===== src/rtl/exec_pkg.sv =====
package exec_pkg;

    typedef enum logic [3:0] {
        OP_ADD   = 4'd0,
        OP_ADDU  = 4'd1,
        OP_SUB   = 4'd2,
        OP_SUBU  = 4'd3,
        OP_ADDI  = 4'd4,
        OP_ADDIU = 4'd5,
        OP_AND   = 4'd6,
        OP_OR    = 4'd7,
        OP_XOR   = 4'd8,
        OP_NOR   = 4'd9,
        OP_ANDI  = 4'd10,
        OP_ORI   = 4'd11,
        OP_XORI  = 4'd12,
        OP_SLT   = 4'd13,
        OP_SLTI  = 4'd14,
        OP_LUI   = 4'd15
    } exec_op_e;

    // Operation codes that may raise the overflow exception.
    function automatic logic op_traps(exec_op_e op);
        return (op == OP_ADD) || (op == OP_SUB) || (op == OP_ADDI);
    endfunction

    // Operation codes whose result is a single comparison bit.
    function automatic logic op_compares(exec_op_e op);
        return (op == OP_SLT) || (op == OP_SLTI);
    endfunction

endpackage


===== src/rtl/exec_operand_sel.sv =====
module exec_operand_sel
    import exec_pkg::*;
#(
    parameter int DATA_W = 32,
    parameter int IMM_W  = 16
) (
    input  exec_op_e            op,
    input  logic [DATA_W-1:0]   reg_b,
    input  logic [IMM_W-1:0]    imm,
    output logic [DATA_W-1:0]   opnd_b
);

    localparam int PAD_W = DATA_W - IMM_W;

    logic [DATA_W-1:0] imm_sext;
    logic [DATA_W-1:0] imm_zext;
    logic [DATA_W-1:0] imm_high;

    assign imm_sext = {{PAD_W{imm[IMM_W-1]}}, imm};
    assign imm_zext = {{PAD_W{1'b0}}, imm};
    assign imm_high = {imm, {PAD_W{1'b0}}};

    always_comb begin
        opnd_b = reg_b;
        unique case (op)
            OP_ADDI, OP_ADDIU, OP_SLTI: opnd_b = imm_sext;
            OP_ANDI, OP_ORI, OP_XORI:   opnd_b = imm_zext;
            OP_LUI:                     opnd_b = imm_high;
            default:                    opnd_b = reg_b;
        endcase
    end

endmodule


===== src/rtl/exec_alu.sv =====
module exec_alu
    import exec_pkg::*;
#(
    parameter int DATA_W = 32
) (
    input  exec_op_e            op,
    input  logic [DATA_W-1:0]   a,
    input  logic [DATA_W-1:0]   b,
    output logic [DATA_W-1:0]   res,
    output logic                ovf
);

    localparam int MSB = DATA_W - 1;

    logic [DATA_W-1:0] sum;
    logic [DATA_W-1:0] diff;
    logic              add_ovf;
    logic              sub_ovf;
    logic              lt_signed;

    assign sum  = a + b;
    assign diff = a - b;

    // Same-sign addends with a flipped result sign.
    assign add_ovf = (a[MSB] == b[MSB]) && (sum[MSB] != a[MSB]);
    // Subtrahend sign is inverted before the same test.
    assign sub_ovf = (a[MSB] != b[MSB]) && (diff[MSB] != a[MSB]);

    assign lt_signed = $signed(a) < $signed(b);

    always_comb begin
        res = '0;
        ovf = 1'b0;
        unique case (op)
            OP_ADD, OP_ADDI: begin
                res = sum;
                ovf = add_ovf;
            end
            OP_ADDU, OP_ADDIU:       res = sum;
            OP_SUB: begin
                res = diff;
                ovf = sub_ovf;
            end
            OP_SUBU:                 res = diff;
            OP_AND, OP_ANDI:         res = a & b;
            OP_OR, OP_ORI:           res = a | b;
            OP_XOR, OP_XORI:         res = a ^ b;
            OP_NOR:                  res = ~(a | b);
            OP_SLT, OP_SLTI:         res = {{(DATA_W-1){1'b0}}, lt_signed};
            OP_LUI:                  res = b;
            default:                 res = '0;
        endcase
    end

endmodule


===== src/rtl/int_exec_stage.sv =====
module int_exec_stage
    import exec_pkg::*;
#(
    parameter int DATA_W = 32,
    parameter int IMM_W  = 16
) (
    input  logic                clk,
    input  logic                rst_n,
    input  logic                in_valid,
    input  logic [3:0]          op,
    input  logic [DATA_W-1:0]   src_a,
    input  logic [DATA_W-1:0]   src_b,
    input  logic [IMM_W-1:0]    imm,
    output logic                out_valid,
    output logic [DATA_W-1:0]   result,
    output logic                ovf,
    output logic                wr_en
);

    exec_op_e          op_e;
    logic [DATA_W-1:0] opnd_b;
    logic [DATA_W-1:0] alu_res;
    logic              alu_ovf;

    assign op_e = exec_op_e'(op);

    exec_operand_sel #(
        .DATA_W (DATA_W),
        .IMM_W  (IMM_W)
    ) u_opsel (
        .op     (op_e),
        .reg_b  (src_b),
        .imm    (imm),
        .opnd_b (opnd_b)
    );

    exec_alu #(
        .DATA_W (DATA_W)
    ) u_alu (
        .op  (op_e),
        .a   (src_a),
        .b   (opnd_b),
        .res (alu_res),
        .ovf (alu_ovf)
    );

    always_ff @(posedge clk or negedge rst_n) begin
        if (!rst_n) begin
            out_valid <= 1'b0;
            result    <= '0;
            ovf       <= 1'b0;
            wr_en     <= 1'b0;
        end else begin
            out_valid <= in_valid;
            ovf       <= in_valid & alu_ovf;
            wr_en     <= in_valid & ~alu_ovf;
            if (in_valid) begin
                result <= alu_res;
            end
        end
    end

    // an accepted operation is reported one edge later.
    p_latency_r2: assert property (@(posedge clk) disable iff (!rst_n)
        in_valid |=> out_valid);

    // idle cycles clear the flags and hold the result.
    p_idle_hold_r2: assert property (@(posedge clk) disable iff (!rst_n)
        !in_valid |=> (!wr_en && !ovf && $stable(result)));

    // an exception and a write never coincide.
    p_ovf_blocks_write_r10: assert property (@(posedge clk) disable iff (!rst_n)
        ovf |-> (!wr_en && out_valid));

    // non-trapping codes never raise the exception.
    p_no_overflow_r9: assert property (@(posedge clk) disable iff (!rst_n)
        (in_valid && !op_traps(op_e)) |=> !ovf);

    // the low half after LUI is zero.
    p_lui_low_zero_r7: assert property (@(posedge clk) disable iff (!rst_n)
        (in_valid && op_e == OP_LUI) |=> (result[DATA_W-IMM_W-1:0] == '0));

    // comparisons return a single bit.
    p_slt_single_bit_r8: assert property (@(posedge clk) disable iff (!rst_n)
        (in_valid && op_compares(op_e)) |=> (result[DATA_W-1:1] == '0));

endmodule


===== config.mk =====
export PLATFORM = sky130hd
export DESIGN_NAME = int_exec_stage
export DESIGN_NICKNAME = d
export VERILOG_FILES = /design/src/rtl/exec_pkg.sv /design/src/rtl/exec_operand_sel.sv /design/src/rtl/exec_alu.sv /design/src/rtl/int_exec_stage.sv
export SDC_FILE = /design/constraint.sdc
export NUM_CORES = 1
export LEC_CHECK = 0
export ABC_AREA = 0
export BUFFER_PORTS_ARGS = -buffer_cell sky130_fd_sc_hd__buf_2
export CORE_UTILIZATION = 59
export DETAILED_ROUTE_END_ITERATION = 10
export PLACE_DENSITY_LB_ADDON = 0.05
export SYNTH_ARGS = -nofsm -noshare
export SYNTH_HDL_FRONTEND = slang
export SYNTH_SLANG_ARGS = --single-unit

===== constraint.sdc =====
create_clock -name clk -period 1.3 [get_ports clk]
set_input_delay 0.13 -clock clk [delete_from_list [all_inputs] [get_ports clk]]
set_output_delay 0.13 -clock clk [all_outputs]
set_load 0.02 [all_outputs]

==> results.md, run 1 <==
- Sequential share of the synthesized area: 0.1221
- Status: did not finish
- CTS max path bufs: 2
- Io pins: 122
- Log Error: [ERROR DPL-0038] Utilization greater than 100%, impossible to legalize
- Yosys top cell by area: ha_1
- PortBufs: 121
- Hold buffers post-CTS: 1
- CTS root buf: clkbuf_16
- Setup Fix Bufs, Post-CTS: 31
- Count of cell types in the netlist: 77
- FP Rows: 39
- Post-CTS Resized: 164
- Die H: 112.3 µm
- Top-area cell type share of the netlist area: 0.1675
- Syn_nets: 1182
- Placer Congestion: 1.062
- Area contributors post-synth: ha_1 17%, dfrtp_1 12%, a21oi_1 6.8%
- Post-Syn Area per Cell: 7.195 µm²
- Post-synthesis cell area: 0.007173 mm²
- Initial Util: 0.6176
- Detail Placement HPWL: 28380 µm
- Placed insts: 1561
- Synth Flop Type: dfrtp_1
- # clock sinks: 35
- # H-tree levels: 2
- Place WS: -2.666 ns
- EDFF count, synth: 0
- List of most frequent post-synthesis cells: 105 x inv_1, 97 x a21oi_1, 96 x ha_1
- Most frequent cell after synthesis: inv_1
- Synth async-reset ratio: 1.000
- Die W: 112.3 µm
- #FFs+latches synth: 35
- Yosys Warn Count: 0
- Cells after Synth: 997
- Failed at: 4_1_cts
- Inserted Clock Buffers: 5
[per-stage QoR]
step	hold WS [ns]	area, µm²
after floorplan	-0.1656	7351
after global placement	0.1178	10610
after detailed placement	0.1153	10610
[cell families after synthesis]
kind of cell | after synthesis | synth area share
fa+ha+maj | 98 | 0.1730
flops | 35 | 0.1221
buf+inv | 180 | 0.09698
compound gates | 401 | 0.4063
simple gates | 256 | 0.1676
mux | 6 | 0.008373
xor+xnor | 21 | 0.02564
==> run 2: changes to the inputs <==
--- a/config.mk
+++ b/config.mk
@@ -7,9 +7,9 @@
 export LEC_CHECK = 0
 export ABC_AREA = 0
 export BUFFER_PORTS_ARGS = -buffer_cell sky130_fd_sc_hd__buf_2
-export CORE_UTILIZATION = 59
+export CORE_UTILIZATION = 40
 export DETAILED_ROUTE_END_ITERATION = 10
-export PLACE_DENSITY_LB_ADDON = 0.05
+export PLACE_DENSITY_LB_ADDON = 0.15
 export SYNTH_ARGS = -nofsm -noshare
 export SYNTH_HDL_FRONTEND = slang
 export SYNTH_SLANG_ARGS = --single-unit
==> results.md, run 2 <==
- Max_cap viols: 0
- Delay-heaviest family, CP: compound AO/OA/AOI/OAI gates
- DR vias: 10.32k
- DRT iter0 DRCs: 1015
- Post-synthesis cell area: 0.007173 mm² (unchanged)
- Post-Syn Area per Cell: 7.195 µm² (unchanged)
- Crit path arrival time: 3.49 ns
- Hold Crit Class: input pin to flop
- Io pins: 122 (unchanged)
- Sum Neg Setup Slack: -58.05 ns
- Leakage power: 6.052 nW
- Yosys Warn Count: 0 (unchanged)
- Cells after Synth: 997 (unchanged)
- Crit path largest cell delay: 0.39 ns
- Drc violations: 0
- Switching pwr: 5.049 mW
- Antenna viol nets, final: 0
- Count of cell types in the netlist: 77 (unchanged)
- Routed vias/inst: 6.027
- Inserted Clock Buffers: 5 (unchanged)
- Sequential share of the synthesized area: 0.1221 (unchanged)
- Layout cell share with drive strength beyond 1: 0.5198
- Clock skew: 0 ns
- Drt total wl: 36890 µm
- Max Fclk: 0.3035 GHz
- Core Util, Final: 0.7266
- Place WS: -2.610 ns (+0.05601 ns)
- CP endpoint kind: flop
- Buf+Inv Stages, Crit Path: 2
- CTS max path bufs: 2 (unchanged)
- Yosys top cell by area: ha_1
- # clock sinks: 35 (unchanged)
- Max rail drop VDD: 0.5646 mV
- CP required: 1.49 ns
- Initial Util: 0.4119 (-0.2058)
- Met1 WL: 15520 µm
- Status: complete, but fails checks
- Power density cells: 877.6 mW/mm²
- Most common cell after layout, fill and taps aside: buf_4
- Tot Pwr: 11.11 mW
- Internal Power: 6.056 mW
- Placer Congestion: 1.025 (-3.5%)
- Most frequent cell after synthesis: inv_1
- Final global-route overflow total: 0
- Hold_ws: 0.1797 ns
- CTS tree: done
- Switching Share: 0.4547
- #FFs+latches synth: 35 (unchanged)
- Synth Area in Compound Gates: 0.4062 (unchanged)
- Crit path launch type: input pin
- EDFF count, synth: 0 (unchanged)
- Most frequent cells in the layout: 406 x buf_4, 118 x buf_2, 94 x inv_1
- Post-layout nets: 1671
- Synth Area in Adders: 0.1730 (unchanged)
- Slew Limit Fails: 0
- Global-route wire length before repair: 53790 µm
- Core area: 0.01742 mm²
- CP Cell Sequence: buf_12 > nand2b_4 > nand2_4 > a22o_4 > and3_4 > a21o_1 > buf_6 > ha_4 > fa_2 > a21o_1 > a221o_1 > a31oi_4 > o31ai_2 > a21oi_2 > o21ai_1 > a21oi_2 > mux2i_1 > a31oi_1
- XOR/XNOR share of the synthesized area: 0.02564 (unchanged)
- Die H: 135.9 µm (+21%)
- Number of global-route vias before repair: 9928
- Drt first pass iters: 5
- Pin count of the biggest net entering global routing: 36
- Clk pwr share: 0.126
- RSZ-0062 raised after global routing: true
- Inserted Diodes: 0
- Number of flip-flops in the largest register: 32
- Largest family of logic cells by synthesized area: compound AO/OA/AOI/OAI gates
- Tmin final: 3.295 ns
- Die W: 135.9 µm (+21%)
- Crit-path max FO: 7
- Area grow syn2layout: 76.42%
- Combinational power share: 0.746
- CTS root buf: clkbuf_16
- Gr usage total: 0.3820
- # H-tree levels: 2 (unchanged)
- Die area: 0.01847 mm²
- Final setup viols: 34
- DR WL met3: 3419 µm
- Max-slew headroom: 0.4995
- PortBufs: 121 (unchanged)
- Final setup margin: -1.995 ns
- FP Rows: 48 (+23%)
- Reg power frac: 0.128
- Antenna violations before repair: 0
- Max layer used: met4
- Register clock-pin slew on the reported worst setup and hold paths: 0.07 ns
- Violated checks: setup timing
- Synth async-reset ratio: 1.000 (unchanged)
- Most flops, register: result
- List of most frequent post-synthesis cells: 105 x inv_1, 97 x a21oi_1, 96 x ha_1
- Slew @ Worst Pin: 0.7443 ns
- Post-synthesis mux area share: 0.008373 (unchanged)
- Syn_nets: 1182 (unchanged)
- Skew-Pair Late Insertion Delay: 0.31 ns
- Critical path's slowest cell: a221o_1
- Final hold vios: 0
- Synth Area in Simple Gates: 0.1676 (unchanged)
- Met2 routed WL: 16430 µm
- Top-area cell type share of the netlist area: 0.1675 (unchanged)
- Synth Flop Type: dfrtp_1
- Tcrit/Tclk final: 2.535
- Mean routed wirelength per cell: 21.55 µm
- Area contributors post-synth: ha_1 17%, dfrtp_1 12%, a21oi_1 6.8%
- CP Class: input pin to flop
- Detail Placement HPWL: 27300 µm (-3.8%)
-- run 2: final cells by class --
class | count | area [µm²]
multi-input combinational | 782 | 6908
fill | 1384 | 4762
timing repair buffer | 554 | 4024
sequential | 35 | 875.8
inverter | 108 | 409.1
tap | 225 | 281.5
clock buffer | 8 | 156.4
-- run 2: final timing paths --
kind | start | endpoint | slack [ns] | cells past startpoint
max in group asynchronous | rst_n | result[2] | 0.73 | 3
min in group asynchronous | rst_n | result[27] | 0.33 | 3
setup reg to reg | result[17] | result[17] | 0.22 | 3
hold reg to reg | result[27] | result[27] | 0.48 | 1
hold / removal | src_a[31] | wr_en | 0.18 | 4
setup / recovery | op[1] | result[30] | -1.99 | 18
-- run 2: logic make-up after synthesis --
logic type | after synthesis
AO/OA/AOI/OAI | 401
XOR/XNOR | 21
flip-flops | 35
multiplexers | 6
adder cells (fa/ha/maj) | 98
buffers and inverters | 180
AND/OR/NAND/NOR | 256
-- run 2: timing repair --
| action | CTS | global route |
|---|---|---|
| cloned | 0 | 1 |
| pin swaps | 69 | 85 |
| endpoints found under the setup margin | 34 | 34 |
| hold endpoints to repair | 35 | 0 |
| resized for setup | 136 | 138 |
| buffers inserted | 24 | 35 |
| hold buffers | 1 | 0 |
-- run 2: metrics by stage --
| step | cells | instance area (µm²) |
|---|---|---|
| after floorplan | 997 | 7351 |
| final | 1712 | 12650 |
| after global placement | 1649 | 10740 |
| after CTS | 1682 | 11770 |
| after global routing | 1712 | 12650 |
| after detailed placement | 1649 | 10740 |
-- run 2: power by group through the flow --
stage	clock network [mW]	registers (mW)	logic [mW]
5_1_grt	1.45	1.44	8.75
2_1_floorplan	0	1.66	3.15
3_3_place_gp	0	1.43	6.51
4_1_cts	1.41	1.42	7.31
6_report	1.40	1.42	8.28
3_5_place_dp	0	1.43	6.55
-- run 2: worst min-delay path: cells and delay by family --
kind	cells	cell delay, ns
AO/OA/AOI/OAI	1	0.13
AND/OR/NAND/NOR	1	0.05
buffers and inverters	2	0.15
-- run 2: layer usage --
metal | vias to the layer above | global-route usage
met2 | 558 | 0.6001
met4 | 0 | 0.1704
met3 | 107 | 0.08613
li1 | 4703 | -
met1 | 4951 | 0.4959
met5 | - | 0
No activity file was read; power rests on OpenSTA's default activity.
